$ cat config.mk
export PLATFORM = sky130hd
export DESIGN_NAME = twoaddr_alu
export DESIGN_NICKNAME = d
export VERILOG_FILES = /design/src/rtl/twoaddr_alu_pkg.sv /design/src/rtl/alu_ctrl.sv /design/src/rtl/alu_datapath.sv /design/src/rtl/twoaddr_alu.sv
export SDC_FILE = /design/constraint.sdc
export NUM_CORES = 1
export LEC_CHECK = 0
export BUFFER_PORTS_ARGS = -buffer_cell sky130_fd_sc_hd__clkbuf_2
export CORE_MARGIN = 5
export CORE_UTILIZATION = 50
export CTS_CLUSTER_DIAMETER = 150
export CTS_CLUSTER_SIZE = 8
export DETAILED_ROUTE_END_ITERATION = 8
export GPL_TIMING_DRIVEN = 0
export HOLD_SLACK_MARGIN = 0.06
export PLACE_DENSITY = 0.82
export SLEW_MARGIN = 20
export SYNTH_ARGS = -nofsm -noshare
export SYNTH_HDL_FRONTEND = slang
export SYNTH_SLANG_ARGS = --single-unit
export TNS_END_PERCENT = 20
$ cat constraint.sdc
create_clock -name clk -period 6.01 [get_ports clk]
set_clock_uncertainty 0.15 [all_clocks]
set_input_delay 1.202 -clock clk [delete_from_list [all_inputs] [get_ports clk]]
set_output_delay 1.202 -clock clk [all_outputs]
set_load 0.05 [all_outputs]
$ cat src/rtl/twoaddr_alu_pkg.sv
package twoaddr_alu_pkg;

  typedef enum logic [1:0] {
    CIN_ZERO = 2'b00,
    CIN_ONE  = 2'b01,
    CIN_FLAG = 2'b10,
    CIN_SPARE = 2'b11
  } cinSrc_e;

  // Strobes from the control decode to the datapath.
  typedef struct packed {
    logic loadEn;
    logic useImm;
    logic invertA;
    logic maskB;
    logic cinBit;
    logic pathAdd;
    logic pathAnd;
    logic pathShift;
  } aluStrobes_t;

endpackage

$ cat src/rtl/alu_ctrl.sv
module alu_ctrl
  import twoaddr_alu_pkg::*;
(
  input  logic        opValid,
  input  logic        immSel,
  input  logic        cplA,
  input  logic        bEnable,
  input  logic [1:0]  cinSel,
  input  logic        andMode,
  input  logic        shiftRight,
  input  logic        carryFlag,
  output aluStrobes_t strobes
);

  cinSrc_e cinSrc;
  logic    cinPick;

  assign cinSrc = cinSrc_e'(cinSel);

  always_comb begin
    unique case (cinSrc)
      CIN_ONE:  cinPick = 1'b1;
      CIN_FLAG: cinPick = carryFlag;
      default:  cinPick = 1'b0;
    endcase
  end

  always_comb begin
    strobes           = '0;
    strobes.loadEn    = opValid;
    strobes.useImm    = immSel;
    strobes.invertA   = cplA;
    strobes.maskB     = ~bEnable;
    strobes.cinBit    = cinPick;
    // shift path wins over AND; the adder is the default path
    strobes.pathShift = shiftRight;
    strobes.pathAnd   = andMode & ~shiftRight;
    strobes.pathAdd   = ~andMode & ~shiftRight;
  end

endmodule

$ cat src/rtl/alu_datapath.sv
module alu_datapath
  import twoaddr_alu_pkg::*;
#(
  parameter int WIDTH  = 8,
  parameter bit RIPPLE = 1'b1
) (
  input  aluStrobes_t      strobes,
  input  logic [WIDTH-1:0] aData,
  input  logic [WIDTH-1:0] immData,
  input  logic [WIDTH-1:0] bData,
  input  logic             carryFlag,
  output logic [WIDTH-1:0] resNext,
  output logic             carryNext,
  output logic             zeroNext,
  output logic             signNext
);

  localparam int MSB = WIDTH - 1;

  logic [WIDTH-1:0] aSel;
  logic [WIDTH-1:0] aEff;
  logic [WIDTH-1:0] bEff;
  logic [WIDTH-1:0] sumBits;
  logic             sumCarry;
  logic [WIDTH-1:0] andBits;
  logic [WIDTH-1:0] shiftBits;

  // operand steering: source mux and inverter on A, zero mask on B
  assign aSel = strobes.useImm  ? immData : aData;
  assign aEff = strobes.invertA ? ~aSel   : aSel;
  assign bEff = strobes.maskB   ? '0      : bData;

  generate
    if (RIPPLE) begin : g_ripple
      logic [WIDTH:0] chain;
      assign chain[0] = strobes.cinBit;
      for (genvar i = 0; i < WIDTH; i++) begin : g_bit
        assign sumBits[i]  = aEff[i] ^ bEff[i] ^ chain[i];
        assign chain[i+1]  = (aEff[i] & bEff[i]) | (chain[i] & (aEff[i] ^ bEff[i]));
      end
      assign sumCarry = chain[WIDTH];
    end else begin : g_flat
      logic [WIDTH:0] wide;
      assign wide     = {1'b0, aEff} + {1'b0, bEff} + {{WIDTH{1'b0}}, strobes.cinBit};
      assign sumBits  = wide[MSB:0];
      assign sumCarry = wide[WIDTH];
    end
  endgenerate

  assign andBits   = aEff & bEff;
  assign shiftBits = {strobes.cinBit, aEff[MSB:1]};

  always_comb begin
    resNext   = sumBits;
    carryNext = sumCarry;
    if (strobes.pathShift) begin
      resNext   = shiftBits;
      carryNext = aEff[0];
    end else if (strobes.pathAnd) begin
      resNext   = andBits;
      carryNext = carryFlag;
    end
  end

  assign zeroNext = (resNext == '0);
  assign signNext = aSel[MSB];

endmodule

$ cat src/rtl/twoaddr_alu.sv
module twoaddr_alu
  import twoaddr_alu_pkg::*;
#(
  parameter int WIDTH  = 8,
  parameter bit RIPPLE = 1'b1
) (
  input  logic             clk,
  input  logic             rstN,
  input  logic             opValid,
  input  logic [WIDTH-1:0] aData,
  input  logic [WIDTH-1:0] immData,
  input  logic [WIDTH-1:0] bData,
  input  logic             immSel,
  input  logic             cplA,
  input  logic             bEnable,
  input  logic [1:0]       cinSel,
  input  logic             andMode,
  input  logic             shiftRight,
  output logic [WIDTH-1:0] result,
  output logic             carry,
  output logic             zero,
  output logic             signA
);

  aluStrobes_t      strobes;
  logic [WIDTH-1:0] resNext;
  logic             carryNext;
  logic             zeroNext;
  logic             signNext;

  alu_ctrl u_ctrl (
    .opValid    (opValid),
    .immSel     (immSel),
    .cplA       (cplA),
    .bEnable    (bEnable),
    .cinSel     (cinSel),
    .andMode    (andMode),
    .shiftRight (shiftRight),
    .carryFlag  (carry),
    .strobes    (strobes)
  );

  alu_datapath #(
    .WIDTH  (WIDTH),
    .RIPPLE (RIPPLE)
  ) u_dp (
    .strobes   (strobes),
    .aData     (aData),
    .immData   (immData),
    .bData     (bData),
    .carryFlag (carry),
    .resNext   (resNext),
    .carryNext (carryNext),
    .zeroNext  (zeroNext),
    .signNext  (signNext)
  );

  always_ff @(posedge clk or negedge rstN) begin
    if (!rstN) begin
      result <= '0;
      carry  <= 1'b0;
      zero   <= 1'b1;
      signA  <= 1'b0;
    end else if (strobes.loadEn) begin
      result <= resNext;
      carry  <= carryNext;
      zero   <= zeroNext;
      signA  <= signNext;
    end
  end

  // port-level views used by the properties below
  logic [WIDTH-1:0] aPort;
  logic             addMode;
  assign aPort   = immSel ? immData : aData;
  assign addMode = ~andMode & ~shiftRight;

  p_hold_r11: assert property (@(posedge clk) disable iff (!rstN)
    !opValid |=> $stable(result) && $stable(carry) && $stable(zero) && $stable(signA));

  p_and_keeps_carry_r8: assert property (@(posedge clk) disable iff (!rstN)
    opValid && andMode && !shiftRight |=> carry == $past(carry));

  p_shift_lsb_carry_r9: assert property (@(posedge clk) disable iff (!rstN)
    opValid && shiftRight |=> carry == $past(aPort[0] ^ cplA));

  p_neg_zero_carry_r6: assert property (@(posedge clk) disable iff (!rstN)
    opValid && addMode && cplA && !bEnable && cinSel == 2'b01
    |=> carry == ($past(aPort) == '0));

  p_nop_keeps_carry_r7: assert property (@(posedge clk) disable iff (!rstN)
    opValid && addMode && !cplA && !bEnable && cinSel == 2'b10 && aPort == '1
    |=> carry == $past(carry));

  p_zero_tracks_result_r10: assert property (@(posedge clk) disable iff (!rstN)
    zero == (result == '0));

endmodule

==> results by stage <==
Logic synthesis:
- The most used flip-flop cell after synthesis is dfrtp_1.
- Yosys mapped the design onto 35 distinct sky130hd cell types.
- For this run, the register share of the synthesized area comes to 0.211.
- The count of flip-flops with a built-in enable after synthesis is 0.
- Yosys printed 0 warnings.
- The instance count of the mapped netlist is 151.
- After synthesis, the mean cell area works out to 8.69 µm².
- The synthesized netlist occupies a cell area of about 0.0013 mm².
- When the netlist entered floorplanning its net count stood at between 200 and 250.
- The proportion of synthesized flip-flops having asynchronous set or reset is 1.00.
- The register bit count reported by yosys is 11.

Clock tree:
- The clock latency on the worst-skew pair is around 0.27 ns.
- The H-tree depth is 1.
- The tree is rooted in a clkbuf_4.
- In this run the deepest clock path goes through 2 buffers.
- After clock tree synthesis, the clock-pin slew on the worst setup and hold paths is 0.07 ns.
- TritonCTS built the clock tree.
- Clock tree synthesis inserted a total of 3 buffers.
- The number of buffers added to fix hold violations after cts is 0.
- CTS saw 11 sinks.

Placed design:
- In this run, placement finished with an instance count of 221.
- Buffers placed on the I/O ports in this run total 40.
- Routability-driven placement finished with a final weighted congestion of ~0.89.
- Detailed placement finished with a half-perimeter wire length of about 2700 µm.

Timing:
- The number of pins with negative max-slew slack in the final report is 0.
- For this run, the top clock speed supported by timing is between 150 and 200 MHz.
- For the final routed database, the setup TNS stands at 0 ns.
- Setup repair after global routing left no endpoint under its margin.
- In this run the tightest slew margin relative to its limit is 0.689.
- Dividing the final minimum period by the clock period gives 0.956.
- The pin slew with the least headroom to its limit is roughly 0.46 ns.
- The number of hold-slack violations in the final timing report is 0.
- The smallest clock period supported by the final layout is computed as 5.75 ns.
- The final setup violation count is 0.

Die:
- The die covers 0.00375 mm².
- The top-level I/O count is 45.
- The area of the core is around 0.0025 mm².
- Measured along the y axis, the die boundary spans 61.2 µm.
- The floorplan step set the die width to roughly 61 µm.
- The initial core utilization is 0.525.
- Row generation in the floorplan step produced 18 rows.

Worst setup path:
- The cell with the most instances on the worst path is fa_1.
- The kind of end point of the critical path is a flop.
- The startpoint class of the critical path is an input port.
- Data arrives at the worst endpoint at about 5.8 ns.
- The signal on the critical path passes through clkbuf_2 > buf_4 > mux2i_1 > xnor2_2 > fa_1 > inv_1 > fa_1 > fa_1 > fa_1 > inv_1 > fa_1 > inv_1 > fa_1 > fa_1 > inv_1 > fa_1 > mux2i_1 > nand2_1 > o22ai_1 > o2111ai_1 > o32ai_2.
- The data required time of the critical path is between 6 and 7 ns.
- Of all nets on the critical path, the largest fanout is 10.
- The critical path is of the in2reg type.
- On the worst path, the slowest cell contributes a delay of 0.41 ns.
- The slowest library cell on the worst path is fa_1.

Finish:
- The post-layout instance count excluding filler cells is 225.
- The top cell types in the final layout, fill and taps aside, are clkbuf_2 (40), inv_1 (23), nand2_1 (12).
- The proportion of layout cells with a drive suffix above 1 is 0.297.
- The total inserted antenna cells is 0.
- The multi-input combinational cell area is a little over 900 µm².
- The total of fill cells in the finished design is 240.
- The most frequent standard cell in the layout excluding fill and tap cells is clkbuf_2.
- The layout overhead on the synthesized area is 20.7%.
- The area used by sequential logic in the layout is about 280 µm².
- For this run, the post-layout net count is about 250.

GRT:
- For this run the aggregate overflow at the end of global routing stands at 0.
- The number of global-route vias before repair is around 1.2k.
- In the global route stage, overall resource usage came out at 0.185.
- The layer with the highest usage after global routing is met2.
- The largest net degree at the start of global routing is 12.
- The first global-routing pass estimated 5280 µm of wire.
- The global routing usage on met1 is 0.226.
- The met3 routing resource usage after global routing is 0.0377.
- The initial antenna violation count came to 0.
- The met2 demand-to-capacity share in global routing is 0.340.

Drt:
- The final wirelength is a little over 3000 µm.
- In the final routed layout, each cell accounts on average for roughly 14 µm.
- In this run the remaining antenna-violating nets after routing total 0.
- Across all layers, the routed design uses between 1k and 1.5k vias.
- Before antenna repair, the detailed router went through 4 iterations.
- Using the TritonRoute via totals, the vias-per-cell ratio works out to 5.31.
- After the first detailed-routing iteration, the DRC count stood at 39.
- In the routed design, unresolved DRC markers number 0.

Power:
- The worst-case IR drop observed on VDD is about 210 µV.
- Dividing total power by cell area gives a power density of 199 mW/mm².
- The leakage component of the power is 0.838 nW.
- The power consumption is around 0.32 mW.

Outcome:
- The flow ran to the end, and the final reports show no timing, DRC or antenna violations.

Min path:
- The min-delay analysis places its worst path in the category reg2reg.

Flow run:
- Across the run, the number of max-cap violations was 0.
## power by group
part	switching (mW)	internal, mW
Sequential	0.00617	0.0861
Clock	0.0253	0.0258
Combinational	0.112	0.0606
## through the flow
step                      setup WS, ns   util  instance area [µm²]  hold WS (ns)
final                            0.264  0.634                 1580         0.357
after global routing            0.0207  0.634                 1580         0.382
after CTS                        0.212  0.631                 1580         0.361
after detailed placement       -0.0615  0.620                 1550         0.345
after global placement          0.0129  0.620                 1550         0.338
after floorplan                  0.459      -                 1310         0.455
## final cells by class
| type | instances | share of cell area |
|---|---|---|
| Tap cell | 30 | 0.0237 |
| Sequential cell | 11 | 0.175 |
| Clock buffer | 4 | 0.0166 |
| Inverter | 23 | 0.0545 |
| Multi-Input combinational cell | 108 | 0.571 |
| Timing Repair Buffer | 40 | 0.126 |
| Buffer | 9 | 0.0332 |
## path summary, 6_finish.rpt
check / slack [ns] / start / depth (start not counted) / endpoint
min reg2reg: 0.36 / result[2] / 1 / result[2]
min in group asynchronous: 0.64 / rstN / 1 / result[2]
max: 0.26 / immSel / 21 / zero
max in group asynchronous: 4.80 / rstN / 1 / zero
max reg2reg: 1.44 / carry / 19 / zero
min: 0.36 / result[2] / 1 / result[2]
## worst max-delay path: cells and delay by family
family	cells	cell delay (ns)
AO/OA/AOI/OAI	3	0.59
XOR/XNOR	1	0.20
adder cells (fa/ha/maj)	8	2.70
buffers and inverters	6	0.58
multiplexers	2	0.44
AND/OR/NAND/NOR	1	0.09
## flip-flops by register name, summed over array words and instances, names as in the netlist
signal / flops
result: 8
signA: 1
zero: 1
carry: 1
## cell usage after synthesis (2+ instances only)
cell type / instances / area [µm²]
and2_1: 3 / 18.8
a22o_1: 2 / 17.5
buf_2: 3 / 15.0
dfrtp_1: 10 / 250
o21ai_0: 9 / 45.0
mux2i_1: 10 / 100
a21oi_1: 5 / 25.0
nand2_1: 12 / 45.0
nand3_1: 6 / 30.0
nor2_1: 6 / 22.5
ha_1: 10 / 125
mux2_2: 6 / 67.6
a31oi_1: 2 / 12.5
nor3_1: 2 / 10.0
o2111ai_1: 2 / 17.5
xnor2_1: 7 / 61.3
or3_1: 4 / 25.0
inv_1: 23 / 86.3
fa_1: 8 / 160
buf_4: 2 / 15.0
clkbuf_1: 2 / 7.51
o211ai_1: 4 / 30.0
## timing repair
| action | 4_1_cts | 5_1_grt |
|---|---|---|
| gates resized for setup | 0 | 1 |
| buffers inserted | 0 | 0 |
| endpoints found under the setup margin | 0 | 1 |
## cell families (layout without fill, tap and decap cells)
family | after synthesis | count (layout) | synth area share
multiplexers | 16 | 16 | 0.128
AND/OR/NAND/NOR | 37 | 37 | 0.135
AO/OA/AOI/OAI | 29 | 29 | 0.150
XOR/XNOR | 8 | 8 | 0.0534
flip-flops | 11 | 11 | 0.211
adder cells (fa/ha/maj) | 18 | 18 | 0.217
buffers and inverters | 32 | 76 | 0.106
## per-layer routing
metal | routed length, µm | up-vias
li1 | - | 593
met1 | 1260 | 564
met2 | 1620 | 33
met3 | 144 | 5
met4 | 32 | 0
met5 | 0 | -
No activity file was read; power rests on OpenSTA's default activity.
